## config.mk

```make
export PLATFORM = sky130hd
export DESIGN_NAME = tlb_translator
export DESIGN_NICKNAME = d
export VERILOG_FILES = /design/src/rtl/tlb_pkg.sv /design/src/rtl/tlb_entry_bank.sv /design/src/rtl/tlb_match_unit.sv /design/src/rtl/tlb_page_resolve.sv /design/src/rtl/tlb_translator.sv
export SDC_FILE = /design/constraint.sdc
export NUM_CORES = 2
export LEC_CHECK = 0
export BUFFER_PORTS_ARGS = -buffer_cell sky130_fd_sc_hd__buf_2
export CORE_ASPECT_RATIO = 0.5
export CORE_MARGIN = 1
export CORE_UTILIZATION = 48
export CTS_CLUSTER_SIZE = 16
export DETAILED_ROUTE_END_ITERATION = 6
export GPL_TIMING_DRIVEN = 1
export PLACE_DENSITY = 0.64
export SLEW_MARGIN = 20
export SYNTH_ARGS = -nofsm -noshare
export SYNTH_HDL_FRONTEND = slang
export SYNTH_SLANG_ARGS = --single-unit
```

## constraint.sdc

```tcl
create_clock -name clk -period 8.43 [get_ports clk]
set_input_delay 0 -clock clk [delete_from_list [all_inputs] [get_ports clk]]
set_output_delay 0 -clock clk [all_outputs]
set_load 0.005 [all_outputs]
```

## src/rtl/tlb_pkg.sv

```systemverilog
package tlb_pkg;

    localparam int TLB_ENTRIES = 8;
    localparam int VA_W        = 64;
    localparam int PA_W        = 64;
    localparam int PFN_W       = 24;
    localparam int VPN2_W      = 27;
    localparam int ASID_W      = 8;
    localparam int MASK_W      = 16;
    localparam int ATTR_W      = 3;
    localparam int REGION_W    = 2;
    localparam int PAGE_SHIFT  = 12;
    localparam int VPN_LSB     = PAGE_SHIFT + 1;
    localparam int VPN_MSB     = VPN_LSB + VPN2_W - 1;
    localparam int REGION_LSB  = VA_W - REGION_W;
    localparam int PHYS_W      = PFN_W + PAGE_SHIFT;
    localparam int SEL_MAX     = PAGE_SHIFT + MASK_W;
    localparam int SEL_STEPS   = (MASK_W / 2) + 1;
    localparam int SEL_W       = $clog2(SEL_MAX + 1);

    typedef struct packed {
        logic [PFN_W-1:0]  pfn;
        logic [ATTR_W-1:0] attr;
        logic              dirty;
        logic              valid;
        logic              cap_ld;
        logic              cap_st;
    } tlb_half_t;

    typedef struct packed {
        logic                valid;
        logic                glob;
        logic [REGION_W-1:0] region;
        logic [VPN2_W-1:0]   vpn2;
        logic [ASID_W-1:0]   asid;
        logic [MASK_W-1:0]   mask;
        tlb_half_t           odd;
        tlb_half_t           even;
    } tlb_entry_t;

    localparam int ENTRY_W = $bits(tlb_entry_t);

    typedef enum logic [1:0] {
        ACC_FETCH = 2'd0,
        ACC_LOAD  = 2'd1,
        ACC_STORE = 2'd2,
        ACC_RSVD  = 2'd3
    } acc_t;

    typedef enum logic [2:0] {
        FLT_NONE      = 3'd0,
        FLT_REFILL_LD = 3'd1,
        FLT_REFILL_ST = 3'd2,
        FLT_INVAL_LD  = 3'd3,
        FLT_INVAL_ST  = 3'd4,
        FLT_MODIFY    = 3'd5,
        FLT_BAD_MASK  = 3'd6
    } fault_t;

endpackage

```

## src/rtl/tlb_entry_bank.sv

```systemverilog
module tlb_entry_bank
    import tlb_pkg::*;
#(
    parameter int ENTRIES = TLB_ENTRIES,
    parameter int IDX_W   = (ENTRIES > 1) ? $clog2(ENTRIES) : 1
) (
    input  logic             clk,
    input  logic             rst_n,
    input  logic             wr_en,
    input  logic [IDX_W-1:0] wr_idx,
    input  tlb_entry_t       wr_data,
    output tlb_entry_t       entries [ENTRIES]
);

    always_ff @(posedge clk or negedge rst_n) begin
        if (!rst_n) begin
            for (int i = 0; i < ENTRIES; i++) begin
                entries[i] <= '0;
            end
        end else if (wr_en) begin
            for (int i = 0; i < ENTRIES; i++) begin
                if (wr_idx == IDX_W'(i)) begin
                    entries[i] <= wr_data;
                end
            end
        end
    end

    for (genvar g = 0; g < ENTRIES; g++) begin : g_chk
        AST_WRITE_LANDS: assert property (@(posedge clk) disable iff (!rst_n)
            (wr_en && wr_idx == IDX_W'(g)) |=> (entries[g] == $past(wr_data))) else $error("write lost");
        AST_OTHERS_HOLD: assert property (@(posedge clk) disable iff (!rst_n)
            !(wr_en && wr_idx == IDX_W'(g)) |=> $stable(entries[g])) else $error("entry disturbed");
    end

endmodule

```

## src/rtl/tlb_match_unit.sv

```systemverilog
module tlb_match_unit
    import tlb_pkg::*;
#(
    parameter int ENTRIES = TLB_ENTRIES,
    parameter int IDX_W   = (ENTRIES > 1) ? $clog2(ENTRIES) : 1
) (
    input  tlb_entry_t         entries [ENTRIES],
    input  logic [VA_W-1:0]    va,
    input  logic [ASID_W-1:0]  asid,
    output logic [ENTRIES-1:0] match_vec,
    output logic               hit,
    output logic [IDX_W-1:0]   hit_idx,
    output tlb_entry_t         hit_entry
);

    logic [VPN2_W-1:0]   va_vpn2;
    logic [REGION_W-1:0] va_region;
    logic                va_unused;

    assign va_vpn2   = va[VPN_MSB:VPN_LSB];
    assign va_region = va[VA_W-1:REGION_LSB];
    assign va_unused = ^{va[REGION_LSB-1:VPN_MSB+1], va[VPN_LSB-1:0]};

    for (genvar g = 0; g < ENTRIES; g++) begin : g_cmp
        logic [VPN2_W-1:0] care;
        logic              tag_eq;
        logic              space_eq;

        assign care     = ~{{(VPN2_W - MASK_W){1'b0}}, entries[g].mask};
        assign tag_eq   = ((va_vpn2 ^ entries[g].vpn2) & care) == '0;
        assign space_eq = entries[g].glob || (entries[g].asid == asid);
        assign match_vec[g] = entries[g].valid
                           && (entries[g].region == va_region)
                           && tag_eq
                           && space_eq;
    end

    always_comb begin
        hit     = |match_vec;
        hit_idx = '0;
        for (int i = ENTRIES - 1; i >= 0; i--) begin
            if (match_vec[i]) begin
                hit_idx = IDX_W'(i);
            end
        end
        hit_entry = entries[hit_idx];
    end

endmodule

```

## src/rtl/tlb_page_resolve.sv

```systemverilog
module tlb_page_resolve
    import tlb_pkg::*;
(
    input  logic             hit,
    input  tlb_entry_t       ent,
    input  logic [SEL_MAX:0] va_low,
    input  acc_t             acc,
    output logic [PA_W-1:0]  pa,
    output logic             cap,
    output fault_t           fault
);

    logic              mask_ok;
    logic [SEL_W-1:0]  sel_bit;
    logic              odd_pick;
    tlb_half_t         half;
    logic [PHYS_W-1:0] keep;
    logic [PHYS_W-1:0] phys;
    logic              is_store;
    logic              ent_unused;

    assign ent_unused = ^{ent.valid, ent.glob, ent.region, ent.vpn2, ent.asid,
                          ent.odd.attr, ent.even.attr};

    always_comb begin
        mask_ok = 1'b0;
        sel_bit = SEL_W'(PAGE_SHIFT);
        for (int k = 0; k < SEL_STEPS; k++) begin
            if (ent.mask == MASK_W'((32'd1 << (2 * k)) - 32'd1)) begin
                mask_ok = 1'b1;
                sel_bit = SEL_W'(PAGE_SHIFT + 2 * k);
            end
        end
    end

    always_comb begin
        odd_pick = va_low[sel_bit];
        half     = odd_pick ? ent.odd : ent.even;
        keep     = (PHYS_W'(1) << sel_bit) - PHYS_W'(1);
        phys     = ({half.pfn, {PAGE_SHIFT{1'b0}}} & ~keep) | (PHYS_W'(va_low) & keep);
        is_store = (acc == ACC_STORE);
    end

    always_comb begin
        pa    = '0;
        cap   = 1'b0;
        fault = FLT_NONE;
        if (!hit) begin
            fault = is_store ? FLT_REFILL_ST : FLT_REFILL_LD;
        end else if (!mask_ok) begin
            fault = FLT_BAD_MASK;
        end else if (!half.valid) begin
            fault = is_store ? FLT_INVAL_ST : FLT_INVAL_LD;
        end else if (is_store && !half.dirty) begin
            fault = FLT_MODIFY;
        end else begin
            pa  = PA_W'(phys);
            cap = is_store ? half.cap_st : half.cap_ld;
        end
    end

endmodule

```

## src/rtl/tlb_translator.sv

```systemverilog
module tlb_translator
    import tlb_pkg::*;
#(
    parameter int ENTRIES = TLB_ENTRIES,
    localparam int IDX_W  = (ENTRIES > 1) ? $clog2(ENTRIES) : 1
) (
    input  logic               clk,
    input  logic               rst_n,
    input  logic               wr_en,
    input  logic [IDX_W-1:0]   wr_idx,
    input  logic [ENTRY_W-1:0] wr_entry,
    input  logic               req_vld,
    input  logic [VA_W-1:0]    req_va,
    input  logic [1:0]         req_acc,
    input  logic [ASID_W-1:0]  req_asid,
    output logic               rsp_vld,
    output logic [PA_W-1:0]    rsp_pa,
    output logic               rsp_cap,
    output logic [2:0]         rsp_fault
);

    tlb_entry_t         entries [ENTRIES];
    logic [ENTRIES-1:0] match_vec;
    logic               hit;
    logic [IDX_W-1:0]   hit_idx;
    tlb_entry_t         hit_entry;
    logic [PA_W-1:0]    nxt_pa;
    logic               nxt_cap;
    fault_t             nxt_fault;
    fault_t             fault_q;

    tlb_entry_bank #(.ENTRIES(ENTRIES), .IDX_W(IDX_W)) u_bank (
        .clk     (clk),
        .rst_n   (rst_n),
        .wr_en   (wr_en),
        .wr_idx  (wr_idx),
        .wr_data (tlb_entry_t'(wr_entry)),
        .entries (entries)
    );

    tlb_match_unit #(.ENTRIES(ENTRIES), .IDX_W(IDX_W)) u_match (
        .entries   (entries),
        .va        (req_va),
        .asid      (req_asid),
        .match_vec (match_vec),
        .hit       (hit),
        .hit_idx   (hit_idx),
        .hit_entry (hit_entry)
    );

    tlb_page_resolve u_resolve (
        .hit    (hit),
        .ent    (hit_entry),
        .va_low (req_va[SEL_MAX:0]),
        .acc    (acc_t'(req_acc)),
        .pa     (nxt_pa),
        .cap    (nxt_cap),
        .fault  (nxt_fault)
    );

    always_ff @(posedge clk or negedge rst_n) begin
        if (!rst_n) begin
            rsp_vld <= 1'b0;
            rsp_pa  <= '0;
            rsp_cap <= 1'b0;
            fault_q <= FLT_NONE;
        end else begin
            rsp_vld <= req_vld;
            if (req_vld) begin
                rsp_pa  <= nxt_pa;
                rsp_cap <= nxt_cap;
                fault_q <= nxt_fault;
            end
        end
    end

    assign rsp_fault = fault_q;

    logic [ENTRIES-1:0] below_hit;
    assign below_hit = (ENTRIES'(1) << hit_idx) - ENTRIES'(1);

    AST_RSP_ONE_CYCLE: assert property (@(posedge clk) disable iff (!rst_n)
        req_vld |=> rsp_vld) else $error("missing response");
    AST_NO_SPURIOUS_RSP: assert property (@(posedge clk) disable iff (!rst_n)
        !req_vld |=> !rsp_vld) else $error("spurious response");
    AST_FAULT_ZEROES: assert property (@(posedge clk) disable iff (!rst_n)
        (rsp_vld && fault_q != FLT_NONE) |-> (rsp_pa == '0 && !rsp_cap)) else $error("fault leaks address");
    AST_PA_HIGH_ZERO: assert property (@(posedge clk) disable iff (!rst_n)
        rsp_pa[PA_W-1:PHYS_W] == '0) else $error("upper address bits set");
    AST_LOWEST_MATCH: assert property (@(posedge clk) disable iff (!rst_n)
        hit |-> (match_vec[hit_idx] && (match_vec & below_hit) == '0)) else $error("priority broken");
    AST_MISS_REFILL: assert property (@(posedge clk) disable iff (!rst_n)
        (req_vld && !hit) |=> (fault_q == FLT_REFILL_LD || fault_q == FLT_REFILL_ST)) else $error("miss without refill");
    AST_MODIFY_STORE: assert property (@(posedge clk) disable iff (!rst_n)
        (rsp_vld && fault_q == FLT_MODIFY) |-> ($past(req_acc) == 2'd2)) else $error("modify on non-store");

endmodule

```

# Word-level counts from Yosys, hierarchy flattened
# Index checks and enable logic that the tools add are counted.
# op_classes
shift	1
magnitude_cmp	2
n_eq_ne	32
bitwise_logic	29
mux	46
n_reduce_logical	53
add_sub_neg	1
# op_table
op	count
binary-select mux 117 bit (select 3 bit)	1
AND 27 bit	8
zero test 27 bit	8
NOT 16 -> 27 bit	8
bitwise XOR 27 bit	8
two-way mux 64 bit	3
two-way mux 78 bit	2
equality test 8 bit	8
two-way mux 3 bit	13
AND 29 x 36 -> 36 bit	1
AND 36 bit	1
two-way mux 36 bit	1
NOT 36 bit	1
OR 36 bit	1
<< shifter 1 x 5 -> 36 bit, first input constant	1
subtractor 36 x 2 -> 36 bit, second input constant	1
two-way mux 5 bit	7
two-way mux 31 bit	1
logical AND 1 bit	25
equality test 16 x 10 -> 1 bit, second input constant	1
equality test 16 x 12 -> 1 bit, second input constant	1
equality test 16 x 14 -> 1 bit, second input constant	1
equality test 16 bit, second input constant	1
equality test 16 x 2 -> 1 bit, second input constant	1
other kinds (20)	60
# totals
reg_bits	1005
input_bits	198
wordCells	312
out_inout_bits	69

# Logic depth before layout (Yosys ltp)
# logic_depth
word_depth	35
ltp_mapped	27
mapped_depth_nobuf	19

# Modules after synthesis
# Synthesis repeated with hierarchy kept, for this count alone.
# hier_totals
cells_unflattened	4330
hier_area_um2	52645.5
# by_module_without_submodules
mod	area_per_inst_um2	n_inst	cells_each
tlb_entry_bank	34670.8	1	1983
tlb_match_unit	13740.7	1	1942
tlb_translator	2640.0	1	145
tlb_page_resolve	1594.0	1	260

# Worst setup path after synthesis
# OpenSTA, ideal clock, no wires.
# synth_timing
kind	register -> register
startpoint	reg u_bank.entries[688] (netlist name)
endpoint	reg fault_q[0], in the netlist rsp_fault[0]
synth_period_minus_slack_ns	5.836
t_required_ns	8.353
arrival_ns	5.759
stages_incl_launch_ff	26
setup_slack_ns	2.594
path_cell_list	dfrtp_1 -> xnor2_1 -> nand4_1 -> or4_4 -> nor4_4 -> nor4bb_1 -> buf_6 -> and2_1 -> buf_6 -> and4_1 -> a211o_1 -> or2_0 -> or4_1 -> buf_2 -> nor4_4 -> or2_1 -> buf_4 -> mux2_1 -> a211oi_4 -> or2_1 -> buf_4 -> a21oi_1 -> or3_1 -> buf_2 -> or3_1 -> a21oi_1
# synth_between
elab_chain_cells	30
word_cells_on_any_way	48
classes_between	eq/ne: 8; mux: 30; bitwise: 3; reduce/logical: 7
# synth_lines
item	line_no	source
bitwise XOR 27 bit (*)	tlb_match_unit.sv:30	assign tag_eq = ((va_vpn2 ^ entries[g].vpn2) & care) == '0;
AND 27 bit (*)	tlb_match_unit.sv:30	
zero test 27 bit (*)	tlb_match_unit.sv:30	
logical AND 1 bit (*)	tlb_match_unit.sv:34	&& tag_eq
logical AND 1 bit (*)	tlb_match_unit.sv:35	&& space_eq;
two-way mux 3 bit (3 in a row)	tlb_match_unit.sv:42	if (match_vec[i]) begin
NOT 3 -> 4 bit (implied by the code)	tlb_match_unit.sv:46	hit_entry = entries[hit_idx];
binary-select mux 117 bit (select 3 bit)	tlb_match_unit.sv:46	
[12 not listed]	n/a	
two-way mux 1 bit (implied by the code)	tlb_page_resolve.sv:37	odd_pick = va_low[sel_bit];
two-way mux 31 bit	tlb_page_resolve.sv:38	half = odd_pick ? ent.odd : ent.even;
zero test 1 bit	tlb_page_resolve.sv:54	end else if (is_store && !half.dirty) begin
logical AND 1 bit	tlb_page_resolve.sv:54	
two-way mux 3 bit	tlb_page_resolve.sv:54	
two-way mux 3 bit	tlb_page_resolve.sv:52	end else if (!half.valid) begin
two-way mux 3 bit	tlb_page_resolve.sv:50	end else if (!mask_ok) begin
two-way mux 3 bit (*)	tlb_page_resolve.sv:48	if (!hit) begin
end signal, assigned	tlb_translator.sv:72	fault_q <= nxt_fault;
end, declared	tlb_translator.sv:30	fault_t fault_q;
# Mark *: on every way between the ends. The rest lies on a longest branch, timed or not. The select of a mux whose other input is x is not followed.
# A chain may end at the register's enable or synchronous reset.

# Worst setup path after layout
# layout_timing
startpoint	reg u_bank.entries[324] (netlist name)
endpoint	reg rsp_pa[2]
# layout_between
elab_chain_cells	33
word_cells_on_any_way	57
classes_between	add/sub: 1; eq/ne: 8; shift: 1; mux: 33; bitwise: 7; reduce/logical: 7
# layout_lines
item	line_no	source
bitwise XOR 27 bit (*)	tlb_match_unit.sv:30	
AND 27 bit (*)	tlb_match_unit.sv:30	
zero test 27 bit (*)	tlb_match_unit.sv:30	
logical AND 1 bit (*)	tlb_match_unit.sv:34	
logical AND 1 bit (*)	tlb_match_unit.sv:35	
two-way mux 3 bit (6 in a row)	tlb_match_unit.sv:42	
NOT 3 -> 4 bit (implied by the code)	tlb_match_unit.sv:46	
binary-select mux 117 bit (select 3 bit)	tlb_match_unit.sv:46	
[12 not listed]	n/a	
subtractor 36 x 2 -> 36 bit / two-way mux 1 bit (equally long branches)	tlb_page_resolve.sv:39, tlb_page_resolve.sv:37	
NOT 36 bit / two-way mux 31 bit (equally long branches)	tlb_page_resolve.sv:40, tlb_page_resolve.sv:38	
AND 36 bit / zero test 1 bit (equally long branches)	tlb_page_resolve.sv:40, tlb_page_resolve.sv:54	
OR 36 bit / logical AND 1 bit (equally long branches)	tlb_page_resolve.sv:40, tlb_page_resolve.sv:54	
two-way mux 36 bit	tlb_page_resolve.sv:54	
two-way mux 64 bit	tlb_page_resolve.sv:52	
two-way mux 64 bit	tlb_page_resolve.sv:50	
two-way mux 64 bit (*)	tlb_page_resolve.sv:48	
end signal, assigned	tlb_translator.sv:70	rsp_pa <= nxt_pa;
end, declared	tlb_translator.sv:17	output logic [PA_W-1:0] rsp_pa,
# Marked as above.

==> results.sh <==
export IMPL_outcome="finished, final reports clean"
export IMPL_drt_drc_violations_left=0
export IMPL_tightest_slew_ps=1057
export IMPL_syn_area_um2=44500
export IMPL_post_dp_hpwl_um=77240
export IMPL_synth_most_common_cell="dfrtp_1"
export IMPL_combPwrFrac_pct=19.0
export IMPL_gp_congestion=0.9568
export IMPL_firstDrtPassIters=5
export IMPL_crit_path_start="u_bank.entries[324]"
export IMPL_cpPeakStageDelay_ps=780
export IMPL_die_h_um=217.3
export IMPL_slew_violations=0
export IMPL_start_util_pct=48.76
export IMPL_row_count=78
export IMPL_critPathKind="reg2reg"
export IMPL_p_leak_nw=21.94
export IMPL_via_count=30810
export IMPL_hold_violations=0
export IMPL_path_cells="xnor2_1, o22ai_1, nor4_1, nand4_1, o211a_1, nor2_2, buf_12, mux2i_1, o221ai_1, nand4_1, nor4_1, and2_1, or2_1, mux2_1, a211oi_4, or2_4, a21oi_1, or3_1, nand2_2, buf_12, o2bb2ai_1"
export IMPL_syn_area_per_cell_um2=11.88
export IMPL_area_growth_syn_to_layout_pct=14.88
export IMPL_cts_sinks=929
export IMPL_synth_cells=3745
export IMPL_cts_htree_levels=3
export IMPL_viasPerCell=5.793
export IMPL_timing_rr_start="u_bank.entries[324]"
export IMPL_min_period_over_period_pct=91.21
export IMPL_p_int_mw=9.058
export IMPL_cts_tree="yes"
export IMPL_rsz0062_at_grt="false"
export IMPL_cts_buffers=88
export IMPL_critPathBufInv=2
export IMPL_critPathCaptureType="flop"
export IMPL_power_density_nw_per_um2=245.3
export IMPL_ir_drop_uv=166.0
export IMPL_insertion_delay_ps=680
export IMPL_power_share_switching_pct=27.76
export IMPL_clock_fmax_ghz=0.1301
export IMPL_clkSlewWorstSetupHoldPaths_ps=70
export IMPL_fin_area_um2=51120
export IMPL_setup_tns_final_ps=0
export IMPL_synth_commonest_cells="dfrtp_1, mux2_2, nor2_1"
export IMPL_ctsResizeCount=0
export IMPL_slew_headroom_pct=29.50
export IMPL_place_area_um2=46670
export IMPL_cp_arrival_ps=8240
export IMPL_yosysTopAreaCell="dfrtp_1"
export IMPL_io_pins=267
export IMPL_skew_ps=35.52
export IMPL_cp_data_required_time_ps=8990
export IMPL_grt_pass1_wl_um=194800
export IMPL_root_buffer="clkbuf_16"
export IMPL_cts_max_path_buffers=3
export IMPL_nNetsFinal=4208
export IMPL_io_buffers=210
export IMPL_synth_edff_count=0
export IMPL_cap_violations=0
export IMPL_yosysWarnings=0
export IMPL_die_w_um=432.6
export IMPL_first_iter_violations=2693
export IMPL_period_needed_ps=7689
export IMPL_drt_wl_total_um=126700
export IMPL_grt_pass1_vias=30960
export IMPL_slowest_stage="nor4_1"
export IMPL_fill_cells=7588
export IMPL_grt_overflow=0
export IMPL_synth_flop_cell="dfrtp_1"
export IMPL_cp_start_kind="flop"
export IMPL_timing_hold_ws_ps=44.34
export IMPL_grt_use_total_pct=27.25
export IMPL_seqPwrFrac_pct=47.9
export IMPL_antenna_found_initial=5
export IMPL_switching_power_mw=3.482
export IMPL_cp_top_family="simple AND/OR/NAND/NOR gates"
export IMPL_drive_gt1_share_pct=33.03
export IMPL_synth_top_cell_area_share_pct=52.25
export IMPL_wire_per_inst_um=23.82
export IMPL_ys_ff_latch=929
export IMPL_path_max_fanout=24
export IMPL_setup_viol=0
export IMPL_coreArea_um2=91250
export IMPL_yosys_top_cells_area="dfrtp_1, mux2_2, xnor2_1"
export IMPL_synth_cell_types=81
export IMPL_p_clk_share_pct=33.1
export IMPL_antenna_left=0
export IMPL_synth_seq_area_share_pct=52.25
export IMPL_synth_async_reset_ratio_pct=100.0
export IMPL_grt_max_degree=185
export IMPL_dieArea_um2=94000
export IMPL_hp_class="in2async"
==> path summary, 6_finish.rpt <==
kind	to	slack [ps]	cells past startpoint
max	rsp_pa[2]	740	21
min	u_bank.entries[143]	40	3
max reg2reg	rsp_pa[2]	740	21
min in group clk	rsp_vld	60	2
max in group asynchronous	u_bank.entries[17]	6650	4
min reg2reg	rsp_pa[26]	490	1
==> worst reg2reg max path: stages (launching register included) <==
cell	delay (ps)
dfrtp_1	390
xnor2_1	360
o22ai_1	190
nor4_1	780
nand4_1	440
o211a_1	290
nor2_2	350
buf_12	220
mux2i_1	120
o221ai_1	620
nand4_1	370
nor4_1	500
and2_1	290
or2_1	280
mux2_1	410
a211oi_4	350
or2_4	340
a21oi_1	90
or3_1	520
nand2_2	330
buf_12	220
o2bb2ai_1	120
==> sequential cells by signal (all words and copies together), names as in the netlist <==
signal          count
rsp_fault           3
rsp_pa             36
rsp_vld             1
u_bank.entries    888
rsp_cap             1
==> per-layer routing <==
metal	GRT usage [%]	part of all wire, %
met1	38.47	45
met2	42.98	46
met3	4.271	5.4
met4	9.054	3.2
met5	0	0.024
==> area by class of cell <==
cell class	count	area, µm²	area share (%)
Antenna cell	3	7.507	0.01469
Clock buffer	124	2549	4.986
Inverter	11	41.29	0.08077
Timing Repair Buffer	421	3201	6.261
Clock inverter	32	425.4	0.8322
Tap cell	1240	1551	3.035
Sequential cell	929	23250	45.48
Multi-Input combinational cell	2558	20100	39.31
==> power by group through the flow <==
stage          logic (mW)  clock network, mW  registers, mW
2_1_floorplan        1.71                  0           5.88
6_report             2.39               4.15           6.00
4_1_cts              2.39               4.22           5.99
3_3_place_gp         2.25                  0           6.02
5_1_grt              2.61               4.41           6.12
3_5_place_dp         2.31                  0           6.07
==> cell usage in the layout, fill, tap and decap left out, types with 13 or more instances in the layout <==
cell	instances
a211oi_1	19
a21oi_1	13
a311oi_1	17
a31oi_1	20
buf_12	13
buf_2	209
buf_4	55
clkbuf_1	16
clkbuf_16	89
clkbuf_8	19
clkinv_2	16
conb_1	30
dfrtp_1	929
dlygate4sd3_1	141
mux2_2	894
mux2i_1	36
nand2_1	263
nand3_1	93
nand4_1	39
nor2_1	398
nor4_1	37
o211ai_1	55
o21ai_0	73
o22ai_1	63
o2bb2ai_1	35
xnor2_1	255
xor2_1	47
==> cells by family after synthesis <==
| kind of cell | Yosys count | synth area share (%) |
|---|---|---|
| XOR/XNOR | 302 | 5.944 |
| adder cells (fa/ha/maj) | 1 | 0.02811 |
| AO/OA/AOI/OAI | 399 | 6.569 |
| AND/OR/NAND/NOR | 894 | 8.739 |
| buffers and inverters | 286 | 2.947 |
| flip-flops | 929 | 52.25 |
| multiplexers | 932 | 23.51 |
| other | 2 | 0.01688 |
==> per-stage QoR <==
stage                     worst slack, ps  utilization [%]  power (mW)  instances
after floorplan                      2594                -       7.593       3773
after global placement               1157            51.15       8.273       5016
after detailed placement             1000            51.15       8.387       5016
after CTS                           931.7            55.98       12.61       5314
after global routing                576.7            56.01       13.14       5315
final                               741.3            56.02       12.54       5318
==> timing repair <==
| action | in CTS | in global routing |
|---|---|---|
| hold endpoints to repair | 1005 | 0 |
| setup buffers | 0 | 0 |
| hold buffers | 142 | 0 |
No activity file was read; power rests on OpenSTA's default activity.
